==> src/rtl/e1c4_pkg.sv <==
package e1c4_pkg;

    // Remainder width and generator (x^4 + x + 1 without the top term)
    localparam int CRC_W = 4;
    localparam logic [CRC_W-1:0] CRC_POLY = 4'b0011;

    // Multiframe geometry: two halves, each holding CRC_W check bits in even frames
    localparam int NUM_FRAMES = 16;
    localparam int FN_W       = $clog2(NUM_FRAMES);
    localparam int HALF_FRAMES = NUM_FRAMES / 2;
    localparam int CIDX_W     = $clog2(CRC_W);

    // Far-end indicator frames: E_BASE, E_BASE + E_STEP, ...
    localparam int NUM_E   = 2;
    localparam int E_BASE  = 13;
    localparam int E_STEP  = 2;
    localparam int EIDX_W  = (NUM_E > 1) ? $clog2(NUM_E) : 1;

    typedef enum logic [1:0] {
        ARM_IDLE  = 2'd0,
        ARM_FIRST = 2'd1,
        ARM_READY = 2'd2
    } arm_state_e;

    // One step of the division register, bit entering at the top
    function automatic logic [CRC_W-1:0] crc_step(input logic [CRC_W-1:0] cur,
                                                  input logic             din);
        logic fb;
        fb = cur[CRC_W-1] ^ din;
        return {cur[CRC_W-2:0], 1'b0} ^ ({CRC_W{fb}} & CRC_POLY);
    endfunction

endpackage

==> src/rtl/e1c4_check_compare.sv <==
module e1c4_check_compare
    import e1c4_pkg::*;
(
    input  logic              clk,
    input  logic              rst,
    input  logic              din,
    input  logic              is_c,
    input  logic [CIDX_W-1:0] c_idx,
    input  logic [CRC_W-1:0]  exp_crc,
    input  logic              exp_half,
    input  logic              exp_vld,
    output logic              crc_err,
    output logic              crc_err_half
);
    logic [CRC_W-1:0] rx_c;
    logic [CRC_W-1:0] rx_next;
    logic             last_c;

    // First check bit of a half is the most significant
    always_comb begin
        rx_next = rx_c;
        for (int i = 0; i < CRC_W; i++) begin
            if (c_idx == CIDX_W'(i)) rx_next[CRC_W-1-i] = din;
        end
    end

    assign last_c = (c_idx == CIDX_W'(CRC_W - 1));

    always_ff @(posedge clk) begin
        if (rst) begin
            rx_c         <= '0;
            crc_err      <= 1'b0;
            crc_err_half <= 1'b0;
        end else begin
            crc_err <= 1'b0;
            if (is_c) begin
                rx_c <= rx_next;
                if (last_c && exp_vld && (rx_next != exp_crc)) begin
                    crc_err      <= 1'b1;
                    crc_err_half <= exp_half;
                end
            end
        end
    end

    AST_ERR_SINGLE_CYCLE: assert property (@(posedge clk) disable iff (rst)
        crc_err |=> !crc_err);

    AST_ERR_ONLY_ARMED: assert property (@(posedge clk) disable iff (rst)
        crc_err |-> $past(exp_vld && is_c));

    AST_TAG_MOVES_WITH_ERR: assert property (@(posedge clk) disable iff (rst)
        (crc_err_half != $past(crc_err_half)) |-> crc_err);

endmodule

==> config.mk <==
export PLATFORM = sky130hd
export DESIGN_NAME = e1c4_check_compare
export DESIGN_NICKNAME = d
export VERILOG_FILES = /design/src/rtl/e1c4_pkg.sv /design/src/rtl/e1c4_check_compare.sv
export SDC_FILE = /design/constraint.sdc
export NUM_CORES = 1
export LEC_CHECK = 0
export BUFFER_PORTS_ARGS = -buffer_cell sky130_fd_sc_hd__buf_2
export CORE_AREA = 2 2 39 41
export CTS_CLUSTER_SIZE = 16
export DETAILED_ROUTE_END_ITERATION = 7
export DIE_AREA = 0 0 41 43
export PLACE_DENSITY = 0.48
export RECOVER_POWER = 100
export SLEW_MARGIN = 20
export SYNTH_ARGS = -nofsm -noshare
export SYNTH_HDL_FRONTEND = slang
export SYNTH_SLANG_ARGS = --single-unit
export TNS_END_PERCENT = 100
==> constraint.sdc <==
create_clock -name clk -period 1 [get_ports clk]
set_input_delay 0.2 -clock clk [delete_from_list [all_inputs] [get_ports clk]]
set_output_delay 0.2 -clock clk [all_outputs]
set_load 0.01 [all_outputs]
## After elaboration in Yosys (flattened, before gate mapping)

Index checks and enable logic that the tools add are counted.

- Reduce and logical (&&, ||, !) cells: 5
- Eq/ne operators: 4
- Bitwise gates (word level): 1
- Muxes and demuxes: 5

Operators by type and width:

| cell | count |
|---|---|
| two-way mux 1 bit | 5 |
| equality test 2 bit (second input constant) | 2 |
| inequality test 4 bit | 1 |
| equality test 2 x 1 -> 1 bit (second input constant) | 1 |
| logical AND 1 bit | 2 |
| zero test 2 bit | 1 |
| AND reduction 2 bit | 1 |
| OR reduction 2 bit | 1 |
| inverter 1 bit | 1 |

- Output and inout bits: 2
- Logic and storage cells: 18
- Flip-flop bits (word level): 6
- Input port bits: 12

## Depth between registers and ports, before layout

- Depth after elaboration: 5
- Mapped depth: 4
- Gate-level depth less buffers: 4

## Least setup slack after synthesis

No wires, ideal clock.

- Path type: input-to-reg
- Start: input port c_idx[0]
- End: register crc_err_half
- Arrival time: 0.899 ns
- Required time: 0.928 ns
- Setup slack: 0.029 ns
- Stages on the path: 4
- Path buffers: 0
- Library setup time: 0.072 ns
- Path through: mux2i_1 > xor2_1 > a41o_1 > mux2i_1

- Cells in the longest elaborated chain, start to end: 5
- Elaborated cells on any way between the ends: 12
- Those cells by class: eq/ne (4); mux (4); reduce/logical (4)

Ends and longest elaborated chain:

| what | RTL line | RTL |
|---|---|---|
| start: declaration | e1c4_check_compare.sv:8 | `input logic [CIDX_W-1:0] c_idx,` |
| equality test 2 bit (tied with other cells) | e1c4_check_compare.sv:23, e1c4_check_compare.sv:27 |  |
| two-way mux 1 bit | e1c4_check_compare.sv:23 | `if (c_idx == CIDX_W'(i)) rx_next[CRC_W-1-i] = din;` |
| inequality test 4 bit | e1c4_check_compare.sv:38 | `if (last_c && exp_vld && (rx_next != exp_crc)) begin` |
| logical AND 1 bit (*) | e1c4_check_compare.sv:38 |  |
| AND reduction 2 bit (no line) (*) | n/a |  |
| end signal: assignment | e1c4_check_compare.sv:40 | `crc_err_half <= exp_half;` |
| end: declaration | e1c4_check_compare.sv:13 | `output logic crc_err_half` |

Every way passes the cells marked *; elsewhere a longest branch is shown, timed or not.
A chain may end at the register's enable or synchronous reset.

## Final worst setup path

- Start: register rx_c[2]
- End: register crc_err_half

- Cells in the longest elaborated chain, start to end: 4

Ends and longest elaborated chain:

| what | RTL line | RTL |
|---|---|---|
| start: declaration | e1c4_check_compare.sv:15 | `logic [CRC_W-1:0] rx_c;` |
| start signal: assignment | e1c4_check_compare.sv:37 | `rx_c <= rx_next;` |
| two-way mux 1 bit | e1c4_check_compare.sv:23 |  |
| inequality test 4 bit | e1c4_check_compare.sv:38 |  |
| logical AND 1 bit | e1c4_check_compare.sv:38 |  |
| AND reduction 2 bit (no line) | n/a |  |

Every way passes these cells.

==> flow_summary.rst <==
.. list-table::
   :header-rows: 1

   * - Metric
     - Value
   * - Status
     - complete, no violations
   * - Ratio of cells with drive above 1 in the final layout
     - 0.413
   * - Die height
     - 43 um
   * - Detailed-route DRC error count
     - 0
   * - Slew at the pin closest to its max-slew limit
     - around 0.22 ns
   * - Global-route wire length before repair
     - about 800 um
   * - Launch point of the worst hold path
     - rst
   * - Total power per unit cell area
     - roughly 1300 mW/mm2
   * - Clock-pin slew reported for the worst setup and hold paths after clock tree synthesis
     - ~0.04 ns
   * - Max-cap violations
     - 0
   * - Required time reported for the critical path endpoint
     - 1.16 ns
   * - FF+latch count, synth
     - 5
   * - Syn-to-layout area delta
     - 52.2%
   * - CTS tree
     - yes
   * - Startpoint types
     - flip-flop
   * - H-tree levels
     - 1
   * - Total detailed-routing wirelength
     - ~520 um
   * - Vias per cell
     - between 3 and 4
   * - Worst slack on hold paths
     - 0.187 ns
   * - Fraction of met2 tracks used by global routing
     - 0.0813
   * - Initial DRT Pass Iterations
     - 3
   * - Leakage
     - 0.173 nW
   * - Met1 routing resource usage after global routing
     - 0.0906
   * - Worst-skew pair later-pin latency
     - 0.23 ns
   * - Buffers added on ports
     - 13
   * - Clk root buf
     - clkbuf_4
   * - GR Util met3
     - 0.0157
   * - Max-slew violation count
     - 0
   * - Vias in the first global route
     - 220
   * - Total core area
     - about 0.0014 mm2
   * - Worst Path Class, Setup
     - flip-flop to flip-flop
   * - Overflow after GRT
     - 0
   * - Combined area of all synthesized cells
     - ~250 um2
   * - Relative slew slack
     - 0.854
   * - Core occupancy in the finished layout
     - 0.277
   * - CTS sink count
     - 5
   * - Reg-to-reg startpoint
     - rx_c[2]
   * - Min-Delay Endpoint
     - rx_c[2]
   * - Placed wire-length estimate after detailed placement
     - approximately 430 um
   * - RSZ-0062 raised after global routing
     - yes
   * - Setup slack after layout
     - ~0.076 ns
   * - Element type at the critical path end
     - flip-flop
   * - Number of distinct library cells after synthesis
     - 11
   * - Via count
     - ~240
   * - Highest net fanout along the worst path
     - 2
   * - Detail Route Antenna Nets
     - 0
   * - Layout Nets
     - a little under 60
   * - Largest net degree at the start of global routing
     - 7
   * - Cell count after synthesis
     - 26
   * - Number of cells traversed by the worst register-to-register path
     - 3
   * - Floorplan die area
     - roughly 0.0018 mm2
   * - Ant. Diodes
     - 0
   * - Arr. time, crit path
     - approximately 1.1 ns
   * - Fin Clk Skew
     - about 0.00073 ns
   * - Syn nets
     - 38
   * - Number of clock buffers inserted by TritonCTS
     - 3
   * - Reg2Reg Capture Point
     - crc_err_half
   * - Initial Util
     - 0.182
   * - Placement Setup Slack
     - -0.165 ns
   * - Minimum setup slack among reg-to-reg paths
     - 0.08 ns
   * - Hold violation count in the final report
     - 0
   * - Cell row count
     - 14
   * - Overall global routing resource usage
     - 0.0694
   * - Max Root-Sink Buffers
     - 2
   * - Sequential area share after synthesis
     - 0.398
   * - Share of the cycle needed by the critical path after routing
     - 0.924
   * - Die width
     - between 40 and 50 um
   * - DRT iter0 DRCs
     - 5
   * - Achievable frequency
     - about 1100 MHz
   * - Min-Delay Path Depth
     - 2
   * - GP Congestion
     - 0.612
   * - Synthesized area per cell
     - a little under 10 um2
   * - Number of top-level pins
     - 14
   * - Average wire per standard cell
     - 8.44 um
   * - Worst hold path class
     - input port to flip-flop
   * - Post-CTS setup-driven buffer insertion count
     - 0
   * - Count of yosys warnings during synthesis
     - 0
   * - Count of final setup violators
     - 0
   * - Initial antenna violation count
     - 0
   * - Largest voltage drop on the vdd net
     - a little over 0.6 mV
   * - GRT busiest layer
     - met1
   * - Time the final worst path needs with I/O delays and setup
     - just over 0.9 ns
[cell type report]
class / instances / area (um2)
clock buffers: 4 / 26.3
fillers: 155 / 1000
multi-input cells: 21 / 151
flip-flops and latches: 5 / 104
well taps: 16 / 20.0
repair buffers: 16 / 81.3
[cells in the mapped netlist]
cell type | instances | share of area
a41o_1 | 1 | 0.040
dfxtp_1 | 5 | 0.40
mux2i_1 | 5 | 0.20
nand2_1 | 1 | 0.015
nand2b_1 | 2 | 0.050
nand3b_1 | 1 | 0.030
nand4_1 | 1 | 0.025
nor2_1 | 5 | 0.075
nor3b_1 | 1 | 0.030
xnor2_1 | 3 | 0.10
xor2_1 | 1 | 0.035
[cells by family after synthesis]
group | after synthesis | share of synthesized area
xor gates and xnor gates | 4 | 0.139
muxes | 5 | 0.199
DFF | 5 | 0.398
and+or+nand+nor | 11 | 0.224
AOI/OAI and AO/OA | 1 | 0.0398
[critical path, cell delays in order (launching register included)]
cell and delay (ns):
dfxtp_2 0.31, xnor2_1 0.13, a41o_1 0.23, mux2i_1 0.18
[cells in the final DEF, fill, tap and decap left out]
| cell type | n |
|---|---|
| a41o_1 | 1 |
| buf_2 | 11 |
| buf_4 | 2 |
| clkbuf_1 | 4 |
| clkbuf_4 | 3 |
| dfxtp_1 | 2 |
| dfxtp_2 | 3 |
| mux2i_1 | 5 |
| nand2_1 | 1 |
| nand2b_1 | 2 |
| nand3b_1 | 1 |
| nand4_1 | 1 |
| nor2_1 | 5 |
| nor3b_1 | 1 |
| xnor2_1 | 3 |
| xor2_1 | 1 |
[registers in the layout, summed over array words and instances (netlist names)]
signal,cells
rx_c,3
crc_err_half,1
crc_err,1
[repair_timing]
action / 4_1_cts / 5_1_grt
endpoints found under the setup margin: 0 / 1
gates resized for setup: 0 / 3
endpoints found under the hold margin: 0 / 0
hold buffers: 0 / 0
[per-stage QoR]
step | cells | TNS (ns) | total power [W] | cell area, um2
floorplan | 26 | 0 | 0.000245 | 251
global placement | 58 | -0.312 | 0.000290 | 359
detailed placement | 58 | -0.294 | 0.000290 | 359
CTS | 62 | 0 | 0.000527 | 385
global route | 62 | -0.00230 | 0.000543 | 383
finish | 62 | 0 | 0.000510 | 383
[power by group]
part / switching, W / leakage (nW) / total [W] / internal (W)
clock: 0.0000744 / 0.0150 / 0.000225 / 0.000150
combinational: 0.0000324 / 0.116 / 0.0000756 / 0.0000432
sequential: 0.00000305 / 0.0420 / 0.000210 / 0.000207
[worst max path at each step]
stage | depth (start not counted) | startpoint | to | slack (ns)
after detailed placement | 5 | c_idx[0] | crc_err_half | -0.17
after CTS | 3 | rx_c[3] | crc_err_half | 0.05
after global routing | 3 | rx_c[2] | crc_err_half | -0.002
final | 3 | rx_c[2] | crc_err_half | 0.08
after global placement | 5 | c_idx[0] | crc_err_half | -0.17
after floorplan | 4 | c_idx[0] | crc_err_half | 0.03
[per-layer routing]
layer | wire [um] | share of wire
met1 | 261 | 0.50
met5 | 0 | 0
met3 | 78 | 0.15
met2 | 183 | 0.35
met4 | 0 | 0
Power figures use the tool's default switching activity.
